### config.mk
export PLATFORM = sky130hd
export DESIGN_NAME = rsd_divider
export DESIGN_NICKNAME = d
export VERILOG_FILES = /design/src/rtl/rsd_pkg.sv /design/src/rtl/rsd_operand_prep.sv /design/src/rtl/rsd_step.sv /design/src/rtl/rsd_result_fix.sv /design/src/rtl/rsd_divider.sv
export SDC_FILE = /design/constraint.sdc
export NUM_CORES = 1
export LEC_CHECK = 0
export ABC_AREA = 1
export BUFFER_PORTS_ARGS = -buffer_cell sky130_fd_sc_hd__buf_2
export CELL_PAD_IN_SITES_DETAIL_PLACEMENT = 1
export CELL_PAD_IN_SITES_GLOBAL_PLACEMENT = 2
export CORE_ASPECT_RATIO = 2
export CORE_MARGIN = 8
export CORE_UTILIZATION = 29
export CTS_CLUSTER_DIAMETER = 150
export CTS_CLUSTER_SIZE = 8
export DETAILED_ROUTE_END_ITERATION = 10
export PLACE_DENSITY_LB_ADDON = 0.1
export SLEW_MARGIN = 20
export SYNTH_ARGS = -nofsm -noshare
export SYNTH_HDL_FRONTEND = slang
export SYNTH_SLANG_ARGS = --single-unit
### constraint.sdc
create_clock -name clk -period 3.4 [get_ports clk]
set_clock_uncertainty 0.15 [all_clocks]
set_input_delay 0.17 -clock clk [delete_from_list [all_inputs] [get_ports clk]]
set_output_delay 0.17 -clock clk [all_outputs]
set_load 0.02 [all_outputs]
### src/rtl/rsd_pkg.sv
package rsd_pkg;

   typedef enum logic [0:0] {
      PH_IDLE = 1'b0,
      PH_RUN  = 1'b1
   } phase_t;

endpackage

### src/rtl/rsd_operand_prep.sv
module rsd_operand_prep #(
   parameter int K         = 16,
   parameter bit SIGNED_EN = 1'b1
) (
   input  logic [2*K-1:0] dividend,
   input  logic [K-1:0]   divisor,
   input  logic           signed_mode,
   output logic [2*K-1:0] mag_z,
   output logic [K-1:0]   mag_x,
   output logic           neg_z,
   output logic           neg_x,
   output logic           zero_div,
   output logic           early_ovf
);

   localparam int ZW = 2 * K;

   initial begin
      assert (K >= 2) else $error("rsd_operand_prep: K must be at least 2");
   end

   generate
      if (SIGNED_EN) begin : g_signed
         always_comb begin
            neg_z = signed_mode & dividend[ZW-1];
            neg_x = signed_mode & divisor[K-1];
            mag_z = neg_z ? (~dividend + ZW'(1)) : dividend;
            mag_x = neg_x ? (~divisor + K'(1)) : divisor;
         end
      end else begin : g_unsigned
         always_comb begin
            neg_z = 1'b0;
            neg_x = 1'b0;
            mag_z = dividend;
            mag_x = divisor;
         end
      end
   endgenerate

   // The quotient fits in K bits only if the upper half of the dividend
   // is below the divisor.
   always_comb begin
      zero_div  = (divisor == '0);
      early_ovf = (mag_z[ZW-1:K] >= mag_x);
   end

endmodule

### src/rtl/rsd_step.sv
module rsd_step #(
   parameter int K = 16
) (
   input  logic [2*K-1:0] pr_cur,
   input  logic [K-1:0]   dv,
   output logic [2*K-1:0] pr_next,
   output logic           qbit
);

   localparam int ZW = 2 * K;

   initial begin
      assert (K >= 2) else $error("rsd_step: K must be at least 2");
   end

   logic          top_out;
   logic [K-1:0]  hi_shift;
   logic [K:0]    trial;
   logic          borrow;

   // The left shift is in the wiring: the bit leaving the top and the
   // shifted upper half feed the subtractor directly.
   always_comb begin
      top_out  = pr_cur[ZW-1];
      hi_shift = pr_cur[ZW-2:K-1];
      trial    = {1'b0, hi_shift} - {1'b0, dv};
      borrow   = trial[K];
      qbit     = top_out | ~borrow;
      pr_next  = {(qbit ? trial[K-1:0] : hi_shift), pr_cur[K-2:0], qbit};
   end

endmodule

### src/rtl/rsd_result_fix.sv
module rsd_result_fix #(
   parameter int K         = 16,
   parameter bit SIGNED_EN = 1'b1
) (
   input  logic [K-1:0] raw_q,
   input  logic [K-1:0] raw_r,
   input  logic         smode,
   input  logic         neg_z,
   input  logic         neg_x,
   output logic [K-1:0] fix_q,
   output logic [K-1:0] fix_r,
   output logic         late_ovf
);

   localparam logic [K-1:0] HALF = {1'b1, {(K-1){1'b0}}};

   initial begin
      assert (K >= 2) else $error("rsd_result_fix: K must be at least 2");
   end

   generate
      if (SIGNED_EN) begin : g_signed
         logic neg_q;
         always_comb begin
            neg_q    = neg_z ^ neg_x;
            late_ovf = smode & (neg_q ? (raw_q > HALF) : (raw_q >= HALF));
            fix_q    = neg_q ? (~raw_q + K'(1)) : raw_q;
            fix_r    = neg_z ? (~raw_r + K'(1)) : raw_r;
         end
      end else begin : g_unsigned
         always_comb begin
            late_ovf = 1'b0;
            fix_q    = raw_q;
            fix_r    = raw_r;
         end
      end
   endgenerate

endmodule

### src/rtl/rsd_divider.sv
module rsd_divider
   import rsd_pkg::*;
#(
   parameter int K         = 16,
   parameter bit SIGNED_EN = 1'b1
) (
   input  logic           clk,
   input  logic           rst_n,
   input  logic           start,
   input  logic           signed_mode,
   input  logic [2*K-1:0] dividend,
   input  logic [K-1:0]   divisor,
   output logic           busy,
   output logic           done,
   output logic [K-1:0]   quotient,
   output logic [K-1:0]   remainder,
   output logic           overflow,
   output logic           div_zero
);

   localparam int ZW = 2 * K;
   localparam int CW = $clog2(K + 1);

   initial begin
      assert (K >= 2) else $error("rsd_divider: K must be at least 2");
   end

   phase_t          phase;
   logic [CW-1:0]   cnt;
   logic [ZW-1:0]   pr;
   logic [K-1:0]    dv;
   logic            nz_q, nx_q, smode_q;
   logic            done_q, ovf_q, dz_q;
   logic [K-1:0]    quot_q, rem_q;

   logic [ZW-1:0]   mag_z;
   logic [K-1:0]    mag_x;
   logic            neg_z, neg_x, zero_div, early_ovf;
   logic [ZW-1:0]   pr_next;
   logic            qbit;
   logic [K-1:0]    fix_q, fix_r;
   logic            late_ovf;
   logic [K-1:0]    pr_hi;

   rsd_operand_prep #(.K(K), .SIGNED_EN(SIGNED_EN)) u_prep (
      .dividend    (dividend),
      .divisor     (divisor),
      .signed_mode (signed_mode),
      .mag_z       (mag_z),
      .mag_x       (mag_x),
      .neg_z       (neg_z),
      .neg_x       (neg_x),
      .zero_div    (zero_div),
      .early_ovf   (early_ovf)
   );

   rsd_step #(.K(K)) u_step (
      .pr_cur  (pr),
      .dv      (dv),
      .pr_next (pr_next),
      .qbit    (qbit)
   );

   rsd_result_fix #(.K(K), .SIGNED_EN(SIGNED_EN)) u_fix (
      .raw_q    (pr_next[K-1:0]),
      .raw_r    (pr_next[ZW-1:K]),
      .smode    (smode_q),
      .neg_z    (nz_q),
      .neg_x    (nx_q),
      .fix_q    (fix_q),
      .fix_r    (fix_r),
      .late_ovf (late_ovf)
   );

   always_ff @(posedge clk) begin
      if (!rst_n) begin
         phase   <= PH_IDLE;
         cnt     <= '0;
         pr      <= '0;
         dv      <= '0;
         nz_q    <= 1'b0;
         nx_q    <= 1'b0;
         smode_q <= 1'b0;
         done_q  <= 1'b0;
         ovf_q   <= 1'b0;
         dz_q    <= 1'b0;
         quot_q  <= '0;
         rem_q   <= '0;
      end else begin
         done_q <= 1'b0;
         unique case (phase)
            PH_IDLE: begin
               if (start) begin
                  if (zero_div) begin
                     done_q <= 1'b1;
                     dz_q   <= 1'b1;
                     ovf_q  <= 1'b0;
                     quot_q <= '0;
                     rem_q  <= '0;
                  end else if (early_ovf) begin
                     done_q <= 1'b1;
                     dz_q   <= 1'b0;
                     ovf_q  <= 1'b1;
                     quot_q <= '0;
                     rem_q  <= '0;
                  end else begin
                     phase   <= PH_RUN;
                     cnt     <= CW'(K);
                     pr      <= mag_z;
                     dv      <= mag_x;
                     nz_q    <= neg_z;
                     nx_q    <= neg_x;
                     smode_q <= signed_mode;
                  end
               end
            end
            PH_RUN: begin
               pr  <= pr_next;
               cnt <= cnt - CW'(1);
               if (cnt == CW'(1)) begin
                  phase  <= PH_IDLE;
                  done_q <= 1'b1;
                  dz_q   <= 1'b0;
                  ovf_q  <= late_ovf;
                  quot_q <= late_ovf ? '0 : fix_q;
                  rem_q  <= late_ovf ? '0 : fix_r;
               end
            end
            default: phase <= PH_IDLE;
         endcase
      end
   end

   assign busy      = (phase == PH_RUN);
   assign done      = done_q;
   assign quotient  = quot_q;
   assign remainder = rem_q;
   assign overflow  = ovf_q;
   assign div_zero  = dz_q;
   assign pr_hi     = pr[ZW-1:K];

   a_r5_busy_done_excl: assert property (@(posedge clk) disable iff (!rst_n)
      !(busy && done));

   a_r5_count_end: assert property (@(posedge clk) disable iff (!rst_n)
      (busy && cnt == CW'(1)) |=> (done && !busy));

   a_r6_done_pulse: assert property (@(posedge clk) disable iff (!rst_n)
      done |=> !done);

   a_r6_quot_hold: assert property (@(posedge clk) disable iff (!rst_n)
      (quotient != $past(quotient)) |-> done);

   a_r6_rem_hold: assert property (@(posedge clk) disable iff (!rst_n)
      (remainder != $past(remainder)) |-> done);

   a_r4_zero_results: assert property (@(posedge clk) disable iff (!rst_n)
      (done && div_zero) |-> (quotient == '0 && remainder == '0 && !overflow));

   a_r3_flags_excl: assert property (@(posedge clk) disable iff (!rst_n)
      !(overflow && div_zero));

   a_r7_divisor_locked: assert property (@(posedge clk) disable iff (!rst_n)
      busy |=> $stable(dv));

   a_r10_pr_bound: assert property (@(posedge clk) disable iff (!rst_n)
      busy |-> (pr_hi < dv));

endmodule

==> reports/qor_table.md <==
| Result | Reported | Unit |
|:---|:---|:---|
| Floorplan Core Area | 23800 | um^2 |
| DRC violation total after the first TritonRoute iteration | 264 | - |
| Starting density of the core | 0.294 | - |
| Area taken by multi-input logic gates | 4750 | um^2 |
| Number of H-tree branching levels | 3 | - |
| Share of synthesized registers carrying an async set or reset | 0 | - |
| Unrepaired setup endpoints after global routing | true | - |
| Number of buffers added by the clock tree synthesis step | 9 | - |
| Arrival time at the worst endpoint | 3.43 | ns |
| Critical Setup Path Class | flop to flop | - |
| Delay of the slowest critical-path stage | 0.40 | ns |
| Min cycle time layout | 3.30 | ns |
| Mean instance size in the synthesized netlist | 6.31 | um^2 |
| Full die area | 29700 | um^2 |
| Via count of the routed design | 7924 | - |
| Height of the die | 236 | um |
| Wire length of the first global-routing pass | 46.4 | mm |
| Most frequent cell on the critical path | buf_4 | - |
| GR Layer Usage met2 | 0.434 | - |
| Area of the mapped netlist | 7010 | um^2 |
| GR Util met1 | 0.172 | - |
| Fin. max-slew vios | 0 | - |
| Number of antenna violations at the first check in global routing | 0 | - |
| Total of endpoints with negative setup slack in the final report | 0 | - |
| Router iterations before antenna repair | 4 | - |
| Min-Delay Path Depth | 4 | - |
| Floorplan die width | 126 | um |
| Global-route layer with the greatest usage | met2 | - |
| Maximum number of pins on one net before global-route repair | 52 | - |
| Hold Crit Endpoint | pr[0]$_SDFFE_PN0P_ | - |
| Max Cap Viol | 0 | - |
| Clock Sink Count | 92 | - |
| # diodes | 0 | - |
| Number of flops mapped to enable cells by yosys | 0 | - |
| #FFs+latches synth | 92 | - |
| Hold/Removal Path Class | primary input to flop | - |
| Crit Reg-Reg Endpoint | quotient[14]$_SDFFE_PN0P_ | - |
| Count of non-filler cells in the finished layout | 1614 | - |
| Number of cell instances on the worst register-to-register path | 25 | - |
| Area growth syn-to-layout | 35.4 | % |
| Total overflow reported by the global router | 0 | - |
| Final hold violation count | 0 | - |
| Seq/Total Area, Yosys | 0.263 | - |
| Number of input and output port buffers inserted | 87 | - |
| PnR Total Power | 6440 | uW |
| Synth Warn # | 0 | - |
| Startpoint types | flop | - |
| Slowest CP cell | fa_2 | - |
| Final net count | 1413 | - |
| Critical path required time | 3.53 | ns |
| Most used flip-flop cell after synthesis | dfxtp_1 | - |
| Hold buffer count at CTS | 0 | - |
| Total track usage | 0.204 | - |
| Clk Latency, worst-skew pair | 0.37 | ns |
| Number of buffers between clock root and the deepest sink | 2 | - |
| Cell count after placement | 1579 | - |
| Routed WL | 30.1 | mm |
| Worst slew margin relative to its limit | 0.319 | - |
| Remaining routing DRC violations | 0 | - |
| Vias in the first global route | 8633 | - |
| Max Fanout on Critical Path | 3 | - |
| Hold Startpoint | dividend[0] | - |
| Met3 Usage GRT | 0.0269 | - |
| Clock transition time at the flip-flop clock pins of the worst setup and hold paths | 0.08 | ns |
| Worst IR drop on VDD | 0.275 | mV |
| Count of filler cells inserted in the layout | 3131 | - |
| Cells after synthesis | 1110 | - |
| Total power per unit cell area | 679 | nW/um^2 |
| Yosys cell types | 49 | - |
| Net count of the mapped netlist | 1201 | - |
| Reg-to-Reg Start | pr[15]$_SDFFE_PN0P_ | - |
| Clock tree from TritonCTS | yes | - |
| Site row count | 80 | - |
| Post-DRT Antenna Nets | 0 | - |
| Ports | 88 | - |
| Half-perimeter wire length after detailed placement | 25.0 | mm |
| Post-route worst hold slack | 0.0287 | ns |
| Per-cell via count in the routed design | 4.91 | - |
| Share of post-route cells with drive strength above 1 | 0.274 | - |
| Crit path capture type | flop | - |
| Peak Freq | 303 | MHz |
| Flip-flop and latch area | 1840 | um^2 |
| Clock tree root buffer cell | clkbuf_16 | - |
| Share of the clock period used by the worst path after layout | 0.970 | - |
| Worst slew pin tran | 1.02 | ns |
| Final estimated routing congestion in global placement | 0.861 | - |
| Static Leak | 0.00470 | uW |
| Wirelength per Cell | 18.6 | um |
| Worst-case register-to-register setup slack | 0.10 | ns |
| Status | completed | - |
[synthesized netlist by cell type, types with 3 or more instances]
master / n / area, um^2
o21ai_2: 3 / 26.3
ha_1: 38 / 475
nand3b_1: 6 / 45.0
xor2_1: 50 / 438
a31oi_1: 15 / 93.8
clkinv_1: 3 / 11.3
o21ai_1: 5 / 25.0
nor2_2: 6 / 37.5
nand2_1: 293 / 1100
a211oi_1: 8 / 60.1
nand4_1: 13 / 81.3
buf_1: 3 / 11.3
inv_2: 7 / 26.3
buf_2: 8 / 40.0
xnor2_1: 6 / 52.6
dfxtp_1: 92 / 1840
or2_1: 4 / 25.0
nor3_1: 20 / 100
clkbuf_1: 18 / 67.6
o21ai_0: 66 / 330
a21oi_1: 59 / 295
inv_1: 147 / 552
nor2_1: 98 / 368
or2_2: 8 / 50.1
nand2_2: 18 / 113
nand3_1: 76 / 380
o31ai_1: 11 / 82.6
[worst max-delay path: cells and delay by family (launching register included)]
kind	cells	cell delay, ns
fa+ha+maj	3	0.66
flops	1	0.33
buf+inv	8	0.66
compound gates	2	0.38
simple gates	12	1.01
[how the worst max path moves through the flow]
stage / cells past startpoint / startpoint / slack [ns] / end
global route: 23 / pr[15]$_SDFFE_PN0P_ / -0.08 / remainder[11]$_SDFFE_PN0P_
global placement: 20 / divisor[0] / -0.60 / pr[31]$_SDFFE_PN0P_
CTS: 22 / pr[15]$_SDFFE_PN0P_ / 0.007 / quotient[4]$_SDFFE_PN0P_
floorplan: 22 / pr[15]$_SDFFE_PN0P_ / 0.18 / quotient[6]$_SDFFE_PN0P_
finish: 25 / pr[15]$_SDFFE_PN0P_ / 0.10 / quotient[14]$_SDFFE_PN0P_
detailed placement: 20 / divisor[0] / -0.62 / pr[31]$_SDFFE_PN0P_
[layout make-up]
type	instances	share of cell area
clock inverter	7	0.00844
sequential	92	0.194
multi-input combinational	829	0.501
tap	287	0.0378
timing repair buffer	233	0.172
clock buffer	9	0.0237
inverter	157	0.0632
[placed cells by master, fill, tap and decap left out, drive strengths merged]
cell type,synthesis,final
xor2,50,50
nand2,313,313
and2,2,2
inv,154,157
nor2,106,106
o2111ai,1,1
nor4,2,2
a31oi,15,15
clkinv,3,5
a211oi,8,8
o31ai,11,11
nand3,77,77
dfxtp,92,92
clkbuf,18,10
o21bai,2,2
a21oi,61,61
nor3,22,22
or2,14,14
fa,1,1
bufinv,0,1
and3,1,1
a22oi,2,2
ha,38,38
xnor2,6,6
o211ai,1,1
o21a,2,2
clkinvlp,0,1
o21ai,74,74
a21boi,1,1
buf,14,232
nand3b,6,6
nand4,13,13
[where the power goes]
group	internal [uW]	switching (uW)
logic	1430	2570
registers	1230	139
clock network	582	498
total	3240	3200
[sequential cells by signal, indices dropped and copies added (netlist names)]
signal / cells
quotient: 16
cnt: 5
remainder: 16
nx_q: 1
overflow: 1
pr: 32
smode_q: 1
div_zero: 1
nz_q: 1
busy: 1
dv: 16
done: 1
[stage by stage]
step,setup WS [ns],util,area [um^2],setup TNS [ns]
finish,0.103,0.398,9490,0
CTS,0.00707,0.380,9050,0
detailed placement,-0.625,0.363,8650,-35.22
global route,-0.0821,0.398,9490,-1.22
global placement,-0.602,0.363,8650,-32.09
floorplan,0.180,-,7010,0
[per-layer routing]
layer | wire (um) | share of wire
met5 | 0 | 0
met3 | 444 | 0.015
met1 | 9900 | 0.33
met2 | 18300 | 0.61
met4 | 1420 | 0.047
[logic make-up (layout without fill, tap and decap cells)]
kind of cell    count (synthesis)  in the layout  synth area share
buf+inv                       189            406             0.106
fa+ha+maj                      39             39            0.0707
flops                          92             92             0.263
xor+xnor                       56             56            0.0700
simple gates                  556            556             0.345
compound gates                178            178             0.145
[repair_timing]
item	4_1_cts	5_1_grt
gates resized for setup	11	87
pin swaps	4	50
setup endpoints to repair	67	92
gates cloned	0	1
setup buffers	7	11
Note: power is estimated with default switching activity, not from simulation.
